[config.mk]
export PLATFORM = sky130hd
export DESIGN_NAME = dual_read_engine
export DESIGN_NICKNAME = d
export VERILOG_FILES = /design/src/rtl/dre_pkg.sv /design/src/rtl/dre_sckgen.sv /design/src/rtl/dre_ctrl.sv /design/src/rtl/dre_datapath.sv /design/src/rtl/dual_read_engine.sv
export SDC_FILE = /design/constraint.sdc
export NUM_CORES = 1
export LEC_CHECK = 0
export ABC_AREA = 0
export CAP_MARGIN = 20
export CORE_UTILIZATION = 58
export CTS_CLUSTER_DIAMETER = 40
export CTS_CLUSTER_SIZE = 10
export DETAILED_ROUTE_END_ITERATION = 6
export GPL_TIMING_DRIVEN = 0
export PLACE_DENSITY = 0.81
export SLEW_MARGIN = 20
export SYNTH_ARGS = -nofsm -noshare
export SYNTH_HDL_FRONTEND = slang
export SYNTH_SLANG_ARGS = --single-unit
[constraint.sdc]
create_clock -name clk -period 5.63 [get_ports clk]
set_input_delay 0.8445 -clock clk [delete_from_list [all_inputs] [get_ports clk]]
set_output_delay 0.8445 -clock clk [all_outputs]
set_load 0.02 [all_outputs]
[src/rtl/dre_pkg.sv]
package dre_pkg;

  typedef enum logic [2:0] {
    ST_IDLE,
    ST_INSTR,
    ST_ADDR,
    ST_MODE,
    ST_DUMMY,
    ST_DATA,
    ST_TAIL
  } phase_e;

  // strobes from control to datapath
  typedef struct packed {
    logic loadFrame;   // request accepted, load shifters
    logic modeCont;    // mode byte keeps continuous read
    logic shiftInstr;  // advance instruction shifter one bit
    logic shiftPair;   // advance address/mode shifter two bits
    logic sampleIn;    // capture a lane pair
    logic pushByte;    // this pair completes a byte
    logic singleLane;  // instruction phase, lane 0 only
  } dpCtl_t;

  localparam logic [7:0] MODE_CONT = 8'hA0;
  localparam logic [7:0] MODE_EXIT = 8'h00;

endpackage

[src/rtl/dre_sckgen.sv]
module dre_sckgen #(
  parameter int DIV_HALF = 2
) (
  input  logic clk,
  input  logic rstN,
  input  logic run,
  input  logic holdRise,
  output logic sck,
  output logic riseEv,
  output logic fallEv
);
  localparam int DIV_W = (DIV_HALF > 1) ? $clog2(DIV_HALF) : 1;

  logic [DIV_W-1:0] divCnt;
  logic sckQ;
  logic atEnd;

  assign atEnd  = (divCnt == DIV_W'(DIV_HALF - 1));
  assign riseEv = run && atEnd && !sckQ && !holdRise;
  assign fallEv = run && atEnd && sckQ;
  assign sck    = sckQ;

  always_ff @(posedge clk or negedge rstN) begin
    if (!rstN) begin
      divCnt <= '0;
      sckQ   <= 1'b0;
    end else if (!run) begin
      divCnt <= '0;
      sckQ   <= 1'b0;
    end else if (atEnd) begin
      if (riseEv || fallEv) begin
        sckQ   <= ~sckQ;
        divCnt <= '0;
      end
    end else begin
      divCnt <= divCnt + 1'b1;
    end
  end
endmodule

[src/rtl/dre_ctrl.sv]
module dre_ctrl
  import dre_pkg::*;
#(
  parameter int ADDR_W   = 24,
  parameter int CNT_W    = 8,
  parameter int DIV_HALF = 2
) (
  input  logic             clk,
  input  logic             rstN,
  input  logic             reqValid,
  output logic             reqReady,
  input  logic [CNT_W-1:0] reqCntM1,
  input  logic             reqExit,
  input  logic [3:0]       dummyCycles,
  input  logic             addrContig,
  input  logic             dataValid,
  input  logic             dataReady,
  input  logic             riseEv,
  input  logic             fallEv,
  output logic             run,
  output logic             holdRise,
  output logic             csN,
  output logic             io0Oe,
  output logic             io1Oe,
  output dpCtl_t           ctl
);
  localparam int ADDR_SLOTS = ADDR_W / 2;
  localparam int SLOT_W     = $clog2(ADDR_SLOTS + 16);
  localparam int TAIL_CYC   = 2 * DIV_HALF;
  localparam int TAIL_W     = $clog2(TAIL_CYC + 1);

  phase_e            state;
  logic [SLOT_W-1:0] slotCnt;
  logic [3:0]        dummyQ;
  logic [CNT_W-1:0]  bytesLeft;
  logic [1:0]        pairCnt;
  logic [TAIL_W-1:0] tailCnt;
  logic              lastDone;
  logic              contMode;
  logic              prevValid;
  logic              csNQ;

  logic accept;
  logic modeCont;
  logic earlyMode;

  assign accept    = (state == ST_IDLE) && reqValid;
  assign modeCont  = !reqExit && (!prevValid || addrContig);
  assign reqReady  = (state == ST_IDLE);
  assign csN       = csNQ;
  assign run       = (state == ST_INSTR) || (state == ST_ADDR) || (state == ST_MODE) ||
                     (state == ST_DUMMY) || (state == ST_DATA);
  assign holdRise  = (state == ST_DATA) && (pairCnt == 2'd3) && dataValid && !dataReady;
  assign earlyMode = (state == ST_MODE) && (slotCnt < SLOT_W'(2));
  assign io0Oe     = (state == ST_INSTR) || (state == ST_ADDR) || earlyMode;
  assign io1Oe     = (state == ST_ADDR) || earlyMode;

  always_comb begin
    ctl            = '0;
    ctl.loadFrame  = accept;
    ctl.modeCont   = modeCont;
    ctl.singleLane = (state == ST_INSTR);
    ctl.shiftInstr = fallEv && (state == ST_INSTR);
    ctl.shiftPair  = fallEv && ((state == ST_ADDR) || (state == ST_MODE));
    ctl.sampleIn   = riseEv && (state == ST_DATA);
    ctl.pushByte   = riseEv && (state == ST_DATA) && (pairCnt == 2'd3);
  end

  always_ff @(posedge clk or negedge rstN) begin
    if (!rstN) begin
      state     <= ST_IDLE;
      slotCnt   <= '0;
      dummyQ    <= '0;
      bytesLeft <= '0;
      pairCnt   <= '0;
      tailCnt   <= '0;
      lastDone  <= 1'b0;
      contMode  <= 1'b0;
      prevValid <= 1'b0;
      csNQ      <= 1'b1;
    end else begin
      unique case (state)
        ST_IDLE: if (accept) begin
          csNQ      <= 1'b0;
          dummyQ    <= dummyCycles;
          bytesLeft <= reqCntM1;
          slotCnt   <= '0;
          pairCnt   <= '0;
          lastDone  <= 1'b0;
          contMode  <= modeCont;
          prevValid <= 1'b1;
          state     <= contMode ? ST_ADDR : ST_INSTR;
        end
        ST_INSTR: if (fallEv) begin
          if (slotCnt == SLOT_W'(7)) begin
            slotCnt <= '0;
            state   <= ST_ADDR;
          end else slotCnt <= slotCnt + 1'b1;
        end
        ST_ADDR: if (fallEv) begin
          if (slotCnt == SLOT_W'(ADDR_SLOTS - 1)) begin
            slotCnt <= '0;
            state   <= ST_MODE;
          end else slotCnt <= slotCnt + 1'b1;
        end
        ST_MODE: if (fallEv) begin
          if (slotCnt == SLOT_W'(3)) begin
            slotCnt <= '0;
            state   <= (dummyQ == 4'd0) ? ST_DATA : ST_DUMMY;
          end else slotCnt <= slotCnt + 1'b1;
        end
        ST_DUMMY: if (fallEv) begin
          if (slotCnt + 1'b1 == SLOT_W'(dummyQ)) begin
            slotCnt <= '0;
            state   <= ST_DATA;
          end else slotCnt <= slotCnt + 1'b1;
        end
        ST_DATA: begin
          if (ctl.sampleIn) begin
            pairCnt <= pairCnt + 1'b1;
            if (pairCnt == 2'd3) begin
              if (bytesLeft == '0) lastDone <= 1'b1;
              else bytesLeft <= bytesLeft - 1'b1;
            end
          end
          if (fallEv && lastDone) begin
            state   <= ST_TAIL;
            csNQ    <= 1'b1;
            tailCnt <= '0;
          end
        end
        ST_TAIL: begin
          if (tailCnt == TAIL_W'(TAIL_CYC - 1)) state <= ST_IDLE;
          else tailCnt <= tailCnt + 1'b1;
        end
        default: state <= ST_IDLE;
      endcase
    end
  end
endmodule

[src/rtl/dre_datapath.sv]
module dre_datapath
  import dre_pkg::*;
#(
  parameter int         ADDR_W   = 24,
  parameter int         CNT_W    = 8,
  parameter logic [7:0] CMD_CODE = 8'hBB
) (
  input  logic              clk,
  input  logic              rstN,
  input  dpCtl_t            ctl,
  input  logic [ADDR_W-1:0] reqAddr,
  input  logic [CNT_W-1:0]  reqCntM1,
  input  logic              io0In,
  input  logic              io1In,
  input  logic              dataReady,
  output logic              addrContig,
  output logic              io0Out,
  output logic              io1Out,
  output logic              dataValid,
  output logic [7:0]        dataByte
);
  localparam int FR_W = ADDR_W + 8;

  logic [7:0]        instrSh;
  logic [FR_W-1:0]   frameSh;
  logic [ADDR_W-1:0] nextAddr;
  logic [5:0]        rxSh;

  assign addrContig = (reqAddr == nextAddr);
  assign io0Out     = ctl.singleLane ? instrSh[7] : frameSh[FR_W-2];
  assign io1Out     = ctl.singleLane ? 1'b0 : frameSh[FR_W-1];

  always_ff @(posedge clk or negedge rstN) begin
    if (!rstN) begin
      instrSh   <= '0;
      frameSh   <= '0;
      nextAddr  <= '0;
      rxSh      <= '0;
      dataValid <= 1'b0;
      dataByte  <= '0;
    end else begin
      if (ctl.loadFrame) begin
        instrSh  <= CMD_CODE;
        frameSh  <= {reqAddr, (ctl.modeCont ? MODE_CONT : MODE_EXIT)};
        nextAddr <= reqAddr + ADDR_W'(reqCntM1) + ADDR_W'(1);
      end else begin
        if (ctl.shiftInstr) instrSh <= {instrSh[6:0], 1'b0};
        if (ctl.shiftPair)  frameSh <= {frameSh[FR_W-3:0], 2'b00};
      end
      if (ctl.sampleIn) rxSh <= {rxSh[3:0], io1In, io0In};
      if (ctl.pushByte) begin
        dataByte  <= {rxSh, io1In, io0In};
        dataValid <= 1'b1;
      end else if (dataReady) begin
        dataValid <= 1'b0;
      end
    end
  end
endmodule

[src/rtl/dual_read_engine.sv]
module dual_read_engine
  import dre_pkg::*;
#(
  parameter int         ADDR_W   = 24,
  parameter int         CNT_W    = 8,
  parameter int         DIV_HALF = 2,
  parameter logic [7:0] CMD_CODE = 8'hBB
) (
  input  logic              clk,
  input  logic              rstN,
  input  logic              reqValid,
  output logic              reqReady,
  input  logic [ADDR_W-1:0] reqAddr,
  input  logic [CNT_W-1:0]  reqCntM1,
  input  logic              reqExit,
  input  logic [3:0]        dummyCycles,
  output logic              sck,
  output logic              csN,
  output logic              io0Out,
  output logic              io0Oe,
  input  logic              io0In,
  output logic              io1Out,
  output logic              io1Oe,
  input  logic              io1In,
  output logic              dataValid,
  input  logic              dataReady,
  output logic [7:0]        dataByte
);
  dpCtl_t ctl;
  logic   run;
  logic   holdRise;
  logic   riseEv;
  logic   fallEv;
  logic   addrContig;

  dre_sckgen #(.DIV_HALF(DIV_HALF)) u_sckgen (
    .clk(clk), .rstN(rstN), .run(run), .holdRise(holdRise),
    .sck(sck), .riseEv(riseEv), .fallEv(fallEv)
  );

  dre_ctrl #(.ADDR_W(ADDR_W), .CNT_W(CNT_W), .DIV_HALF(DIV_HALF)) u_ctrl (
    .clk(clk), .rstN(rstN), .reqValid(reqValid), .reqReady(reqReady),
    .reqCntM1(reqCntM1), .reqExit(reqExit), .dummyCycles(dummyCycles),
    .addrContig(addrContig), .dataValid(dataValid), .dataReady(dataReady),
    .riseEv(riseEv), .fallEv(fallEv), .run(run), .holdRise(holdRise),
    .csN(csN), .io0Oe(io0Oe), .io1Oe(io1Oe), .ctl(ctl)
  );

  dre_datapath #(.ADDR_W(ADDR_W), .CNT_W(CNT_W), .CMD_CODE(CMD_CODE)) u_datapath (
    .clk(clk), .rstN(rstN), .ctl(ctl), .reqAddr(reqAddr), .reqCntM1(reqCntM1),
    .io0In(io0In), .io1In(io1In), .dataReady(dataReady), .addrContig(addrContig),
    .io0Out(io0Out), .io1Out(io1Out), .dataValid(dataValid), .dataByte(dataByte)
  );
endmodule

# ---- Word-level counts from Yosys, hierarchy flattened
# Index checks and enable logic that the tools add are counted.
# W data, S select, Z words.
dict set report classes {
  mux 57
  bitwise 1
  n_addsub 7
  n_reduce_logical 47
  eq_ne 31
  order_cmp 1
}
# op n
set op_table {}
lappend op_table {{$mux W32} 2}
lappend op_table {{$mux W8} 7}
lappend op_table {{$mux W5} 9}
lappend op_table {{$mux W3} 13}
lappend op_table {{$ne A2 B2 Y1 const B} 13}
lappend op_table {{$pmux W5 S5} 1}
lappend op_table {{$add A24 B1 Y24 const B} 1}
lappend op_table {{$add A24 B8 Y24} 1}
lappend op_table {{$eq A24 B24 Y1} 1}
lappend op_table {{$pmux W3 S7} 1}
lappend op_table {{$mux W1} 16}
lappend op_table {{$pmux W8 S2} 1}
lappend op_table {{$logic_and A1 B1 Y1} 15}
lappend op_table {{$reduce_and A11 Y1} 1}
lappend op_table {{$ne A2 B1 Y1 const B} 5}
lappend op_table {{$reduce_and A5 Y1} 2}
lappend op_table {{$reduce_bool A2 Y1} 5}
lappend op_table {{$eq A3 B2 Y1 const B} 3}
lappend op_table {{$eq A3 B3 Y1 const B} 3}
lappend op_table {{$logic_or A1 B1 Y1} 9}
lappend op_table {{$reduce_and A3 Y1} 3}
lappend op_table {{$logic_not A8 Y1} 1}
lappend op_table {{$sub A8 B1 Y8 const B} 1}
lappend op_table {{$mux W2} 3}
lappend op_table {{other kinds (21)} 27}
dict set report totals {
  regBits 110
  word_cells 162
  inputBits 43
}

# ---- Logic depth before layout (Yosys ltp)
dict set report depth {
  depth_word 12
  ltp_mapped 10
}

# ---- Cells and area by module
# A second synthesis with hierarchy kept.
dict set report unflattened {
  cells_unflattened 591
  hier_area_um2 5910.7
}
# module area_each_um2 n_inst cells_per_inst
set modules_own_cells {}
lappend modules_own_cells {dre_datapath 3932.5 1 374}
lappend modules_own_cells {dre_ctrl 1878.1 1 208}
lappend modules_own_cells {dre_sckgen 100.1 1 9}

# ---- Least setup slack after synthesis
# No wires, ideal clock.
dict set report synth_path {
  path_type {input -> register}
  start {input port reqAddr[0]}
  end {register u_datapath.nextAddr[12]}
  t_required_ps 5505
  path_slack_ps 2956
  t_arrival_ps 2549
  setup_time_ps 125
  path_buffers 0
  stages 10
  cell_sequence {inv_1 > ha_1 > inv_1 > fa_1 > a21o_1 > a21oi_1 > o211ai_1 > nand3_1 > xnor2_1 > mux2_2}
}
dict set report synth_via {
  elab_chain_len 2
}
# element line
set synth_lines {}
lappend synth_lines {{start: declaration} dual_read_engine.sv:13} ;# input logic [ADDR_W-1:0] reqAddr,
lappend synth_lines {{$add A24 B8 Y24} dre_datapath.sv:45} ;# nextAddr <= reqAddr + ADDR_W'(reqCntM1) + ADDR_W'(1);
lappend synth_lines {{$add A24 B1 Y24} dre_datapath.sv:45}
lappend synth_lines {{end signal: assignment} dre_datapath.sv:45}
lappend synth_lines {{end: declaration} dre_datapath.sv:26} ;# logic [ADDR_W-1:0] nextAddr;
# Every way passes these cells.
# A chain may end at the register's enable or synchronous reset.

# ---- Worst setup path after layout
dict set report layout_path {
  start {register u_ctrl.state[0]}
  end {output port io0Out}
}
dict set report layout_via {
  elab_chain_len 2
}
# element line
set layout_lines {}
lappend layout_lines {{start: declaration} dre_ctrl.sv:32} ;# phase_e state;
lappend layout_lines {{start signal: assignment} dre_ctrl.sv:92} ;# state <= contMode ? ST_ADDR : ST_INSTR;
lappend layout_lines {{start signal: assignment} dre_ctrl.sv:109} ;# state <= (dummyQ == 4'd0) ? ST_DATA : ST_DUMMY;
lappend layout_lines {{$eq A3 B1 Y1} dre_ctrl.sv:62} ;# ctl.singleLane = (state == ST_INSTR);
lappend layout_lines {{$mux W1} dre_datapath.sv:30} ;# assign io0Out = ctl.singleLane ? instrSh[7] : frameSh[FR_W-2];
lappend layout_lines {{end: declaration} dual_read_engine.sv:19} ;# output logic io0Out,
# Every way passes these cells.

==> qor.yml <==
status: "finished clean"
p_leak_nw: 2.86
max_cap_violations: 0
sequentialPowerShare_pct: 56.2
crit_path_end_kind: "output port"
drive_gt1_share_pct: 7.06
wl_per_cell_um: 16.2
first_pass_iters: 5
post-route-period-util_pct: 63.3
synth_area_mm2: 0.00564
via_count: 4697
p_switching_mw: 0.331
gp_congestion: 0.914
die_w_um: 101
place_area_mm2: 0.00640
clock_sinks: 104
fp.coreArea_mm2: 0.00933
fin_nets: 733
antenna_found_initial: 0
setup_ws_ps: 2070
cp_cell_sequence: "buf_2, clkbuf_1, nor3b_1, mux2_2, clkdlybuf4s50_1"
hold_viol: 0
min_path_type: "in2async"
htree_levels: 3
power.total_mw: 1.34
ys_types: 60
tightest_slew_ps: 824
cts_buffer_depth: 2
fin_util_pct: 70.7
powerDensity_mw_per_mm2: 204
grt_pass1_vias: 4529
place_hpwl_mm: 9.75
die_y_um: 101
syn_inst: 606
fp.dieArea_mm2: 0.0101
grt_max_degree: 84
drv_slew: 0
root_buffer: "clkbuf_8"
fillerInstances: 758
cpPeakStageDelay_ps: 540
critical_path_class: "reg2out"
path_clk_slew_ps: 90
antenna_cells: 0
postSynthNetCount: 664
place_ws_ps: 2030
final_cell_area_mm2: 0.00660
cts_tree: "built"
cp-start-kind: "flop"
avgSynthCellArea_um2: 9.31
critical_path_required_ps: 4790
wl_mm: 13.1
cp_max_fo: 10
hold_buffers: 0
async_reset_ff_share_pct: 100
yosys.area.top_type: "dfrtp_1"
drt_iter0_drc: 302
skew_ps: 11.5
port_buffers: 57
synth_top_area_share_pct: 45.7
yosys_warnings: 0
drt.antenna.violating_nets: 0
worstPathArrival_ps: 2720
synth-seq-cells: 104
synth_ff_type: "dfrtp_1"
slew_headroom_pct: 44.8
critPathSlowestCell: "clkdlybuf4s50_1"
io_pins: 59
synthTopCellsByArea: "dfrtp_1 (46%), nand2_1 (7.5%), o21ai_0 (4.2%)"
cts_made_buffers: 9
grt_pass1_wl_mm: 21.9
fmaxAchievable_mhz: 281
vias_per_cell: 5.81
power_frac_clock_pct: 33.8
row_count: 35
start_util_pct: 60.5
switching_share_pct: 24.6
drc: 0
vdd_drop_max_v: 0.000144
syn2layout_area_growth_pct: 16.9
comb_power_share_pct: 10.1
clock_latency_ps: 370
synth_common_cells: "nand2_1 (113), dfrtp_1 (103), o21ai_0 (47)"
post_cts.repair.setup_buffers: 0
ctsResizeCount: 0
intPower_mw: 1.01
rsz0062_at_grt: "no"
synthMostInstantiatedCell: "nand2_1"
min_period_ps: 3560
seq_area_frac_synth_pct: 46.1
grt_overflow: 0
synth_edf_count: 0
finalSetupViolCount: 0
grt.total_usage_pct: 27.8
-- state kept, by name (all words and copies together), names as in the netlist, 2 cells and up --
register             count
u_ctrl.slotCnt           5
u_ctrl.state             3
u_datapath.nextAddr     24
u_ctrl.tailCnt           3
u_datapath.instrSh       8
u_datapath.dataByte      8
u_ctrl.bytesLeft         8
u_ctrl.pairCnt           2
u_datapath.frameSh      26
u_ctrl.dummyQ            4
u_datapath.rxSh          6
-- cells by family after synthesis --
kind of cell / synth area share (%)
AO/OA/AOI/OAI: 15.8
XOR/XNOR: 8.31
adder cells (fa/ha/maj): 3.46
buffers and inverters: 3.37
flip-flops: 46.1
multiplexers: 3.77
AND/OR/NAND/NOR: 19.2
-- power groups by stage --
stage | sequential [mW] | combinational [mW] | clock [mW]
floorplan | 0.769 | 0.0609 | 0
global placement | 0.770 | 0.129 | 0
detailed placement | 0.770 | 0.135 | 0
CTS | 0.755 | 0.135 | 0.464
global route | 0.756 | 0.149 | 0.493
finish | 0.755 | 0.135 | 0.454
-- per-layer routing --
layer / GRT usage [%] / vias up / part of all wire [%]
met5: 0 / - / 0
met4: 9.03 / 0 / 2.0
met2: 44.9 / 123 / 48
li1: - / 2261 / -
met3: 5.89 / 20 / 5.1
met1: 37.6 / 2293 / 45
-- final timing paths --
check / slack, ps / to / cells past startpoint / start
setup / recovery: 2070 / io0Out / 5 / u_ctrl.state[0]$_DFFE_PN0P_
hold / removal: 310 / u_datapath.frameSh[21]$_DFFE_PN0P_ / 1 / rstN
setup reg to reg: 3110 / u_ctrl.state[0]$_DFFE_PN0P_ / 7 / u_ctrl.state[2]$_DFFE_PN0P_
hold reg to reg: 490 / u_ctrl.prevValid$_DFFE_PN0P_ / 1 / u_ctrl.prevValid$_DFFE_PN0P_
max in group asynchronous: 4640 / u_ctrl.csN$_DFFE_PN1P_ / 2 / rstN
min in group clk: 490 / u_ctrl.prevValid$_DFFE_PN0P_ / 1 / u_ctrl.prevValid$_DFFE_PN0P_
-- final cells by class --
cell class / instances / area, um^2 / share of cell area [%]
clock buffers: 13 / 169 / 2.56
multi-input cells: 456 / 2850 / 43.2
inverters: 15 / 56.3 / 0.854
clock inverters: 3 / 22.5 / 0.341
well taps: 129 / 161 / 2.45
plain buffers: 31 / 134 / 2.03
flip-flops and latches: 104 / 2600 / 39.5
repair buffers: 58 / 599 / 9.09
-- per-stage QoR --
step                hold slack (ps)  cells  TNS, ps
floorplan                       441    606        0
detailed placement              465    793        0
CTS                             304    809        0
finish                          306    809        0
global route                    299    809        0
global placement                456    792   -12640
-- cells in the final DEF (no fill, tap or decap), drive strengths merged, types with 3 or more instances in the layout --
cell	netlist	routed
xor2	26	26
o21ai	48	48
a31oi	28	28
and3	6	6
and2	5	5
nand3b	3	3
o22ai	4	4
dfrtp	103	103
nand2	113	113
a211oi	3	3
o22a	5	5
nor3	9	9
mux2	18	18
a22oi	3	3
nand4	8	8
clkbuf	22	35
xnor2	25	25
nor2	42	42
a22o	3	3
o211ai	11	11
nand2b	7	7
nand3	9	9
a21oi	17	17
or2	3	3
buf	9	11
nor3b	5	5
clkdlybuf4s50	0	56
nor4	3	3
ha	14	14
a21o	6	6
o21a	3	3
nor2b	4	4
inv	15	17
-- worst max-delay path: cells and delay by family, from the launching register on --
family	cells	cell delay, ps
buffers and inverters	3	1080
and+or+nand+nor	1	530
DFF	1	330
muxes	1	410
Power figures use the tool's default switching activity.
